<file path="config.mk">
export PLATFORM = sky130hd
export DESIGN_NAME = irq_bank_router
export DESIGN_NICKNAME = d
export VERILOG_FILES = /design/src/rtl/gir_pkg.sv /design/src/rtl/gir_lock_ctrl.sv /design/src/rtl/gir_route_store.sv /design/src/rtl/gir_status_cap.sv /design/src/rtl/gir_line_merge.sv /design/src/rtl/irq_bank_router.sv
export SDC_FILE = /design/constraint.sdc
export NUM_CORES = 1
export LEC_CHECK = 0
export BUFFER_PORTS_ARGS = -buffer_cell sky130_fd_sc_hd__buf_2
export CORE_ASPECT_RATIO = 0.6
export CORE_MARGIN = 2
export CORE_UTILIZATION = 40
export CTS_CLUSTER_SIZE = 12
export DETAILED_ROUTE_END_ITERATION = 6
export PLACE_DENSITY = 0.65
export SLEW_MARGIN = 20
export SYNTH_ARGS = -nofsm -noshare
export SYNTH_HDL_FRONTEND = slang
export SYNTH_SLANG_ARGS = --single-unit
</file>
<file path="constraint.sdc">
create_clock -name clk -period 5.3 [get_ports clk]
set_clock_uncertainty 0.15 [all_clocks]
set_input_delay 0.53 -clock clk [delete_from_list [all_inputs] [get_ports clk]]
set_output_delay 0.53 -clock clk [all_outputs]
set_load 0.01 [all_outputs]
</file>
<file path="src/rtl/gir_pkg.sv">
`timescale 1ns/1ps
// Package: address map and bit positions shared by the interrupt router.
// Assumes byte addressing with 32-bit registers on 4-byte boundaries.
package gir_pkg;
    localparam logic [31:0] SEC_OFS      = 32'h0000_000C;
    localparam logic [31:0] ROUTE_BASE   = 32'h0000_0014;
    localparam logic [31:0] PORT_STRIDE  = 32'h0000_0020;
    localparam logic [31:0] STATUS_BASE  = 32'h0000_0200;
    localparam int          WLOCK_BIT    = 28;
    localparam int          RLOCK_BIT    = 27;
endpackage

</file>
<file path="src/rtl/gir_lock_ctrl.sv">
`timescale 1ns/1ps
// Module: sticky security locks for the routing registers.
// Assumes wr_en is already decoded for the security register address.
// Lock bits can only be set by software; reset is the only way to clear.
module gir_lock_ctrl (
    input  logic        clk,
    input  logic        rst_n,
    input  logic        wr_en,
    input  logic [31:0] wr_data,
    output logic        wlock,
    output logic        rlock
);
    import gir_pkg::*;

    // Set-only update of the two lock bits.
    always_ff @(posedge clk) begin
        if (!rst_n) begin
            wlock <= 1'b0;
            rlock <= 1'b0;
        end else if (wr_en) begin
            wlock <= wlock | wr_data[WLOCK_BIT];
            rlock <= rlock | wr_data[RLOCK_BIT];
        end
    end


    wlock_sticky_chk: assert property (@(posedge clk) disable iff (!rst_n)
        wlock |=> wlock);

    rlock_sticky_chk: assert property (@(posedge clk) disable iff (!rst_n)
        rlock |=> rlock);
endmodule

</file>
<file path="src/rtl/gir_route_store.sv">
`timescale 1ns/1ps
// Module: storage for the per-port, per-line route masks.
// Assumes impl_all is constant. Writes are masked to the implemented pins
// and are dropped while locked is high.
module gir_route_store #(
    parameter int NPORTS  = 4,
    parameter int NLINES  = 8,
    parameter int PIN_W   = 8,
    parameter int PORT_IW = 2,
    parameter int LINE_IW = 3
) (
    input  logic                           clk,
    input  logic                           rst_n,
    input  logic [NPORTS*PIN_W-1:0]        impl_all,
    input  logic                           wr_en,
    input  logic [PORT_IW-1:0]             wr_port,
    input  logic [LINE_IW-1:0]             wr_line,
    input  logic [PIN_W-1:0]               wr_data,
    input  logic                           locked,
    output logic [NPORTS*NLINES*PIN_W-1:0] route_flat
);
    for (genvar p = 0; p < NPORTS; p++) begin : g_port
        for (genvar x = 0; x < NLINES; x++) begin : g_line
            localparam int BASE = (p * NLINES + x) * PIN_W;
            // Hold one route mask; the default sends every implemented pin to line 0.
            always_ff @(posedge clk) begin
                if (!rst_n) begin
                    route_flat[BASE +: PIN_W] <= (x == 0) ? impl_all[p*PIN_W +: PIN_W]
                                                          : '0;
                end else if (wr_en && !locked && wr_port == PORT_IW'(p)
                             && wr_line == LINE_IW'(x)) begin
                    route_flat[BASE +: PIN_W] <= wr_data & impl_all[p*PIN_W +: PIN_W];
                end
            end
        end
    end


    locked_route_stable_chk: assert property (@(posedge clk) disable iff (!rst_n)
        locked |=> $stable(route_flat));
endmodule

</file>
<file path="src/rtl/gir_status_cap.sv">
`timescale 1ns/1ps
// Module: captures pending flags into the per-port status registers.
// Assumes pend_in is synchronous to clk. Bits above each port's pin
// count are dropped.
module gir_status_cap #(
    parameter int NPORTS = 4,
    parameter int PIN_W  = 8
) (
    input  logic                    clk,
    input  logic                    rst_n,
    input  logic [NPORTS*PIN_W-1:0] pend_in,
    input  logic [NPORTS*PIN_W-1:0] impl_all,
    output logic [NPORTS*PIN_W-1:0] status_flat
);
    // Sample pending flags once per clock, keeping only implemented pins.
    always_ff @(posedge clk) begin
        if (!rst_n) status_flat <= '0;
        else        status_flat <= pend_in & impl_all;
    end
endmodule

</file>
<file path="src/rtl/gir_line_merge.sv">
`timescale 1ns/1ps
// Module: combines status and route masks into the interrupt lines.
// Assumes both inputs come from registers. The output is combinational.
module gir_line_merge #(
    parameter int NPORTS = 4,
    parameter int NLINES = 8,
    parameter int PIN_W  = 8
) (
    input  logic                           clk,
    input  logic                           rst_n,
    input  logic [NPORTS*PIN_W-1:0]        status_flat,
    input  logic [NPORTS*NLINES*PIN_W-1:0] route_flat,
    output logic [NLINES-1:0]              irq
);
    for (genvar x = 0; x < NLINES; x++) begin : g_line
        // OR together the routed pending pins of every port for this line.
        always_comb begin : merge
            logic hit;
            hit = 1'b0;
            for (int p = 0; p < NPORTS; p++) begin
                hit = hit | (|(status_flat[p*PIN_W +: PIN_W]
                               & route_flat[(p*NLINES + x)*PIN_W +: PIN_W]));
            end
            irq[x] = hit;
        end
    end


    idle_lines_low_chk: assert property (@(posedge clk) disable iff (!rst_n)
        (status_flat == '0) |-> (irq == '0));
endmodule

</file>
<file path="src/rtl/irq_bank_router.sv">
`timescale 1ns/1ps
// Module: top of the banked GPIO interrupt router.
// Decodes the register address map, holds the lock, route and status
// registers, and drives the interrupt lines. Reads are combinational.
// Assumes NLINES <= 8 and PIN_W <= 8, as the address stride requires.
module irq_bank_router #(
    parameter int                    NPORTS    = 4,
    parameter int                    NLINES    = 8,
    parameter int                    PIN_W     = 8,
    parameter int                    ADDR_W    = 12,
    parameter logic [NPORTS*4-1:0]   PORT_PINS = 16'h8637
) (
    input  logic                    clk,
    input  logic                    rst_n,
    input  logic [NPORTS*PIN_W-1:0] pend_in,
    input  logic                    reg_wr_en,
    input  logic [ADDR_W-1:0]       reg_addr,
    input  logic [31:0]             reg_wdata,
    output logic [31:0]             reg_rdata,
    output logic [NLINES-1:0]       irq_out
);
    import gir_pkg::*;

    localparam int PORT_IW = (NPORTS > 1) ? $clog2(NPORTS) : 1;
    localparam int LINE_IW = (NLINES > 1) ? $clog2(NLINES) : 1;

    logic [NPORTS*PIN_W-1:0]        impl_all;
    logic [NPORTS*PIN_W-1:0]        status_flat;
    logic [NPORTS*NLINES*PIN_W-1:0] route_flat;
    logic                           wlock, rlock;
    logic [31:0]                    addr32, route_off, stat_off;
    logic                           sec_hit, route_hit, stat_hit;
    logic [PORT_IW-1:0]             r_port, s_port;
    logic [LINE_IW-1:0]             r_line;

    for (genvar p = 0; p < NPORTS; p++) begin : g_impl
        localparam int NPIN = int'(PORT_PINS[p*4 +: 4]);
        for (genvar n = 0; n < PIN_W; n++) begin : g_bit
            assign impl_all[p*PIN_W + n] = (n < NPIN);
        end
    end

    // Address decode for the security, route and status windows.
    always_comb begin
        addr32    = 32'(reg_addr);
        route_off = addr32 - ROUTE_BASE;
        stat_off  = addr32 - STATUS_BASE;
        sec_hit   = (addr32 == SEC_OFS);
        route_hit = (addr32 >= ROUTE_BASE) && (route_off < 32'(NPORTS) * PORT_STRIDE)
                    && (route_off[1:0] == 2'b00)
                    && ({29'd0, route_off[4:2]} < 32'(NLINES));
        stat_hit  = (addr32 >= STATUS_BASE) && (stat_off < 32'(NPORTS * 4))
                    && (stat_off[1:0] == 2'b00);
        r_port    = route_off[5 +: PORT_IW];
        r_line    = route_off[2 +: LINE_IW];
        s_port    = stat_off[2 +: PORT_IW];
    end

    gir_lock_ctrl u_lock (
        .clk     (clk),
        .rst_n   (rst_n),
        .wr_en   (reg_wr_en && sec_hit),
        .wr_data (reg_wdata),
        .wlock   (wlock),
        .rlock   (rlock)
    );

    gir_route_store #(
        .NPORTS(NPORTS), .NLINES(NLINES), .PIN_W(PIN_W),
        .PORT_IW(PORT_IW), .LINE_IW(LINE_IW)
    ) u_route (
        .clk        (clk),
        .rst_n      (rst_n),
        .impl_all   (impl_all),
        .wr_en      (reg_wr_en && route_hit),
        .wr_port    (r_port),
        .wr_line    (r_line),
        .wr_data    (reg_wdata[PIN_W-1:0]),
        .locked     (wlock | rlock),
        .route_flat (route_flat)
    );

    gir_status_cap #(.NPORTS(NPORTS), .PIN_W(PIN_W)) u_status (
        .clk         (clk),
        .rst_n       (rst_n),
        .pend_in     (pend_in),
        .impl_all    (impl_all),
        .status_flat (status_flat)
    );

    gir_line_merge #(.NPORTS(NPORTS), .NLINES(NLINES), .PIN_W(PIN_W)) u_merge (
        .clk         (clk),
        .rst_n       (rst_n),
        .status_flat (status_flat),
        .route_flat  (route_flat),
        .irq         (irq_out)
    );

    // Read multiplexer; hidden or unmapped registers return zero.
    always_comb begin
        reg_rdata = '0;
        if (sec_hit) begin
            reg_rdata[WLOCK_BIT] = wlock;
            reg_rdata[RLOCK_BIT] = rlock;
        end else if (route_hit && !rlock) begin
            reg_rdata[PIN_W-1:0] =
                route_flat[(int'(r_port)*NLINES + int'(r_line))*PIN_W +: PIN_W];
        end else if (stat_hit) begin
            reg_rdata[PIN_W-1:0] = status_flat[int'(s_port)*PIN_W +: PIN_W];
        end
    end


    hidden_route_read_chk: assert property (@(posedge clk) disable iff (!rst_n)
        (rlock && route_hit) |-> (reg_rdata == 32'd0));
endmodule

</file>
==> flow_metrics.tcl, run 1 <==
set metrics [dict create \
    outcome "finished, violations left" \
    violations "design-rule violations" \
    synth.distinct_cells 59 \
    worstMarginPinSlew_ns 1.11 \
    die_area_sq_um 31000 \
    die_h_um 137 \
    power_density_nw_per_um2 277 \
    cts_hold_buf 0 \
    slew_headroom_pct 26.0 \
    rsz0062_at_grt "no" \
    hold_start "pend_in[24]" \
    core_sq_um 28900 \
    slew_viol_final 0 \
    clock_path_buffers 3 \
    cap_violations 0 \
    clockRootBuffer "clkbuf_16" \
    endpoint_kind "output port" \
    synthToLayoutAreaGrowth_pct 9.08 \
    cts_sinks 218 \
    initial_core_util_pct 40.9 \
    post_drt_wl_per_cell_um 25.7 \
    setup.worst_path.start "reg_addr[3]" \
    finalSetupTns_ns 0 \
    antenna_found_initial 1 \
    post-cts-setup-buffer-count 0 \
    via_per_inst 6.19 \
    worst_setup_path_start_kind "input port" \
    path_buf_inv 3 \
    port-buffer-count 66 \
    slowest_delay_ns 0.65 \
    worst_skew_pair.late_latency_ns 0.53 \
    grt_pass1_vias 9255 \
    syn_avg_cell_area_sq_um 9.77 \
    yosysMostFrequentCell "dfxtp_1" \
    synth_area_sq_um 11800 \
    holdCritPathClass "input port to flop" \
    ctsHtreeMaxLevel 1 \
    n_antenna_cell 0 \
    yosysWarnings 0 \
    synth_cells 1211 \
    grt_pass1_wl_mm 60.4 \
    critPathMaxFanout 13 \
    die_w_um 226 \
    ys_seq_area_share_pct 36.9 \
    synth_edf_count 0 \
    vias 9960 \
    synthArstFlopShare_pct 0 \
    drt-initial-drc-count 1484 \
    io_pins 119 \
    crit_path_top_delay_cell "or4b_2" \
    fin_hold_ws_ns 0.0513 \
    synth_flop_cell "dfxtp_1" \
    synth_area_leaders "dfxtp_1 37%, mux2i_1 17%, mux4_2 9.7%" \
    fin_nets 1288 \
    period_minus_slack_ns 4.40 \
    post-route-period-util_pct 83.1 \
    r2r_start "u_lock.wlock" \
    clk_pin_slew_ns 0.06 \
    ir_worst_vdd_uv 187 \
    setup-violations-final 0 \
    synth_seq_cells 218 \
    worstPathCellList "buf_2, inv_1, ha_1, nor2b_1, or4b_2, and3_1, or3_4, o22ai_1, buf_2" \
    drc 4 \
    grt.overflow.total 0 \
    drive_above_1_share_pct 16.9 \
    p_leak_uw 0.00537 \
    finalHoldViolCount 0 \
    wl_mm 41.3 \
    track_usage_pct 26.5 \
    antenna_left 0 \
    max_freq_mhz 227 \
    crit_type "input port to output port" \
    cts_tree "yes" \
    crit_top_cell "buf_2" \
    ctsResizeCount 0 \
    synth_commonest_cells "218 x dfxtp_1, 208 x nand2_1, 199 x mux2i_1" \
    cp.arrival_ns 3.72 \
    numCtsBuffers 23 \
    first_pass_iters 7 \
    cp.required_ns 4.62 \
    yosys.area.top_type "dfxtp_1" \
    grt_max_degree 126 \
    dpl.hpwl_mm 29.6 \
    cp_top_family "simple AND/OR/NAND/NOR gates" \
    yosys.area.top_type_share_pct 36.9 \
    place_congestion 0.975 \
    rows 48 \
]
==> placed cells by master, fill, tap and decap left out, types with 5 or more instances in the layout <==
master,netlist,layout
and2_1,27,27
dfxtp_1,218,218
ha_1,8,7
a221oi_1,16,16
and3_1,10,10
nor4_4,8,8
buf_4,33,20
nand4_2,16,16
nand4_1,20,20
or3_1,5,5
a21oi_1,7,7
buf_2,13,64
nand3_1,17,17
inv_1,5,5
mux2i_1,199,199
o21ai_0,6,6
nor2_1,42,42
a22oi_1,65,65
conb_1,1,22
clkbuf_16,0,23
a22o_1,16,16
a31oi_1,9,9
mux4_2,51,51
nor2b_1,36,36
o22ai_1,9,9
and4_1,10,10
nand2_1,208,208
o21ai_1,5,5
nand2b_1,5,5
o31ai_1,8,8
==> stage by stage <==
stage                     cells  setup slack [ns]  cell area [sq um]  total power (uW)  util [%]
after global placement     1576              1.07              12200              2050      42.2
final                      1609             0.896              12900              3570      44.6
after CTS                  1609             0.993              12900              3570      44.6
after floorplan            1232             0.312              11900              1940         -
after detailed placement   1576             0.992              12200              2050      42.2
after global routing       1609             0.727              12900              3670      44.6
==> worst register-to-register path, delay by kind of cell, from the launching register on <==
family,cells,cell delay (ns)
simple gates,3,1.60
mux,1,0.28
compound gates,1,0.38
flops,1,0.31
==> cell families after synthesis <==
| kind of cell | after synthesis | synth area share (%) |
|---|---|---|
| fa+ha+maj | 8 | 0.846 |
| compound gates | 161 | 10.2 |
| mux | 250 | 26.5 |
| simple gates | 423 | 19.2 |
| other cells | 1 | 0.0317 |
| xor+xnor | 4 | 0.296 |
| flops | 218 | 36.9 |
| buf+inv | 146 | 5.95 |
==> report_power, final <==
part | leakage, uW | switching (uW) | internal, uW
registers | 0.00176 | 52.2 | 1650
logic | 0.00327 | 221 | 113
clock network | 0.000330 | 673 | 863
==> layout make-up <==
class	count	area (sq um)
Clock buffer	29	618
Clock inverter	4	52.6
Fill cell	2845	16000
Inverter	5	18.8
Multi-Input combinational cell	868	6870
Sequential cell	218	4360
Tap cell	400	500
Timing Repair Buffer	85	482
==> routing by layer <==
metal	global-route usage (%)	vias to the layer above	part of all wire, %
met3	6.82	108	13
met1	40.1	4834	44
met5	0	-	0
li1	-	4334	-
met4	6.62	0	2.7
met2	36.9	684	40
==> state kept, by name, summed over array words and instances (netlist names) <==
name / cells
u_lock.wlock: 1
u_route.route_flat: 192
u_status.status_flat: 24
u_lock.rlock: 1
==> worst paths after layout <==
check	endpoint	cells after the start	slack (ns)
max reg2reg	u_route.route_flat[19]	5	2.49
max	reg_rdata[6]	9	0.90
min	u_status.status_flat[24]	2	0.05
min reg2reg	u_route.route_flat[137]	2	0.33
(Power assumes the default switching activity.)
==> run 2: changes to the inputs <==
Clock period 5.3 ns to 4.3 ns, I/O delays scaled along.
==> run 2 against run 1 <==
Compared with the run above: the flow now finishes without violations; die area stayed put; via count is 0.24% higher; register-to-register slack worse by 0.97 ns; combinational power is 31% higher; sequential cell count stayed put; global-route usage is 0.47 points lower; non-clock buffer count is 26 higher; total power is 20% higher; cell count is 1.4% higher; clock power is 14% higher; sequential share of layout area is 0.54 points lower; critical path depth stayed put; largest cell class unchanged; largest power group unchanged.
==> flow_metrics.tcl, run 2 (same netlist as run 1, synthesis figures left out) <==
set metrics [dict create \
    synthToLayoutAreaGrowth_pct 10.8 \
    drt-initial-drc-count 1412 \
    dpl.hpwl_mm 29.4 \
    drive_above_1_share_pct 16.4 \
    grt_pass1_wl_mm 59.4 \
    track_usage_pct 26.0 \
    slowest_delay_ns 0.63 \
    worstMarginPinSlew_ns 1.07 \
    vias 9984 \
    cp.arrival_ns 3.24 \
    largest_reg_flops 192 \
    post_drt_wl_per_cell_um 25.0 \
    max_freq_mhz 262 \
    use_met2_pct 35.4 \
    die_w_um 226 \
    most-common-layout-cells "218 x dfxtp_1, 208 x nand2_1, 199 x mux2i_1" \
    rsz0062_at_grt "no" \
    ir_worst_vdd_uv 273 \
    rows 48 \
    crit_type "input port to output port" \
    postLayoutCellArea_sq_um 13100 \
    top_register "u_route.route_flat" \
    r2r_start "u_lock.wlock" \
    die_area_sq_um 31000 \
    drc 0 \
    critPathMaxFanout 14 \
    finalSetupTns_ns 0 \
    holdCritPathClass "input port to flop" \
    clock_path_buffers 3 \
    port-buffer-count 66 \
    initial_core_util_pct 40.9 \
    place_area_sq_um 12300 \
    setup-violations-final 0 \
    grt_util_met3_pct 9.81 \
    worst_setup_path_start_kind "input port" \
    place_congestion 0.983 \
    cp.required_ns 3.72 \
    power_density_nw_per_um2 326 \
    period_minus_slack_ns 3.82 \
    ctsHtreeMaxLevel 1 \
    hold_start "reg_wdata[28]" \
    finalHoldViolCount 0 \
    fin_nets 1313 \
    outcome "finished, final reports clean" \
    endpoint_kind "output port" \
    grt_max_degree 166 \
    via_per_inst 6.12 \
    worstPathCellList "buf_4, inv_1, ha_1, nor2b_1, or4b_2, and3_1, or3_4, o22ai_1, buf_2" \
    grt_pass1_vias 9325 \
    crit_path_top_delay_cell "or4b_2" \
    antenna_left 0 \
    p_leak_uw 0.00545 \
    grt.overflow.total 0 \
    clockRootBuffer "clkbuf_16" \
    fin_hold_ws_ns 0.0284 \
    cts_tree "yes" \
    die_h_um 137 \
    slew_viol_final 0 \
    fin_cells 1631 \
    mostFrequentLayoutCell "dfxtp_1" \
    clk_pin_slew_ns 0.06 \
    post-route-period-util_pct 88.9 \
    slew_headroom_pct 28.2 \
    core_sq_um 28900 \
    dp_cells 1578 \
    use_met1_pct 38.0 \
    io_pins 119 \
    top_regs "u_route.route_flat: 192 flops, u_status.status_flat: 24 flops" \
    top_usage_layer "met1" \
    cts_sinks 218 \
    worst_skew_pair.late_latency_ns 0.52 \
    wl_mm 40.7 \
    numCtsBuffers 22 \
    setup.worst_path.start "reg_addr[2]" \
    cap_violations 0 \
    power_uw 4280 \
    first_pass_iters 6 \
    antenna_found_initial 1 \
]
run 2: worst max-delay path: cells and delay by family:
family | cells | cell delay [ns]
simple gates | 4 | 1.77
fa+ha+maj | 1 | 0.38
compound gates | 1 | 0.17
buf+inv | 3 | 0.48
run 2: power breakdown:
part           total [uW]  internal, uW  switching, uW
logic                 436           158            278
registers            2090          2030           60.0
clock network        1750           968            780
run 2: timing repair:
action | 4_1_cts | 5_1_grt
resized for setup | 0 | 0
buffers inserted | 0 | 0
endpoints found under the hold margin | 24 | 0
hold buffers | 24 | 0
run 2: path summary, 6_finish.rpt:
kind | to | slack, ns | cells past startpoint
max | reg_rdata[6] | 0.48 | 9
min | u_lock.wlock | 0.03 | 3
max reg2reg | u_route.route_flat[43] | 1.52 | 5
min reg2reg | u_route.route_flat[19] | 0.33 | 2
run 2: layout make-up:
| class | instances | area, sq um |
|---|---|---|
| antenna | 1 | 2.50 |
| clock buffer | 27 | 601 |
| clock inverter | 1 | 7.51 |
| fill | 2758 | 15800 |
| inverter | 5 | 18.8 |
| multi-input combinational | 868 | 6860 |
| sequential | 218 | 4360 |
| tap | 400 | 500 |
| timing repair buffer | 111 | 762 |
run 2: stage by stage:
stage / util, % / setup WS [ns]
after floorplan: - / 0.0329
after global placement: 42.4 / 0.570
after detailed placement: 42.4 / 0.490
after CTS: 45.3 / 0.499
after global routing: 45.3 / 0.354
final: 45.3 / 0.479
run 2: routing by layer:
metal  share of wire, %  vias to the layer above
met1                 43                     4821
met5                  0                        -
met2                 39                      686
met3                 15                       98
li1                   -                     4379
met4                2.9                        0
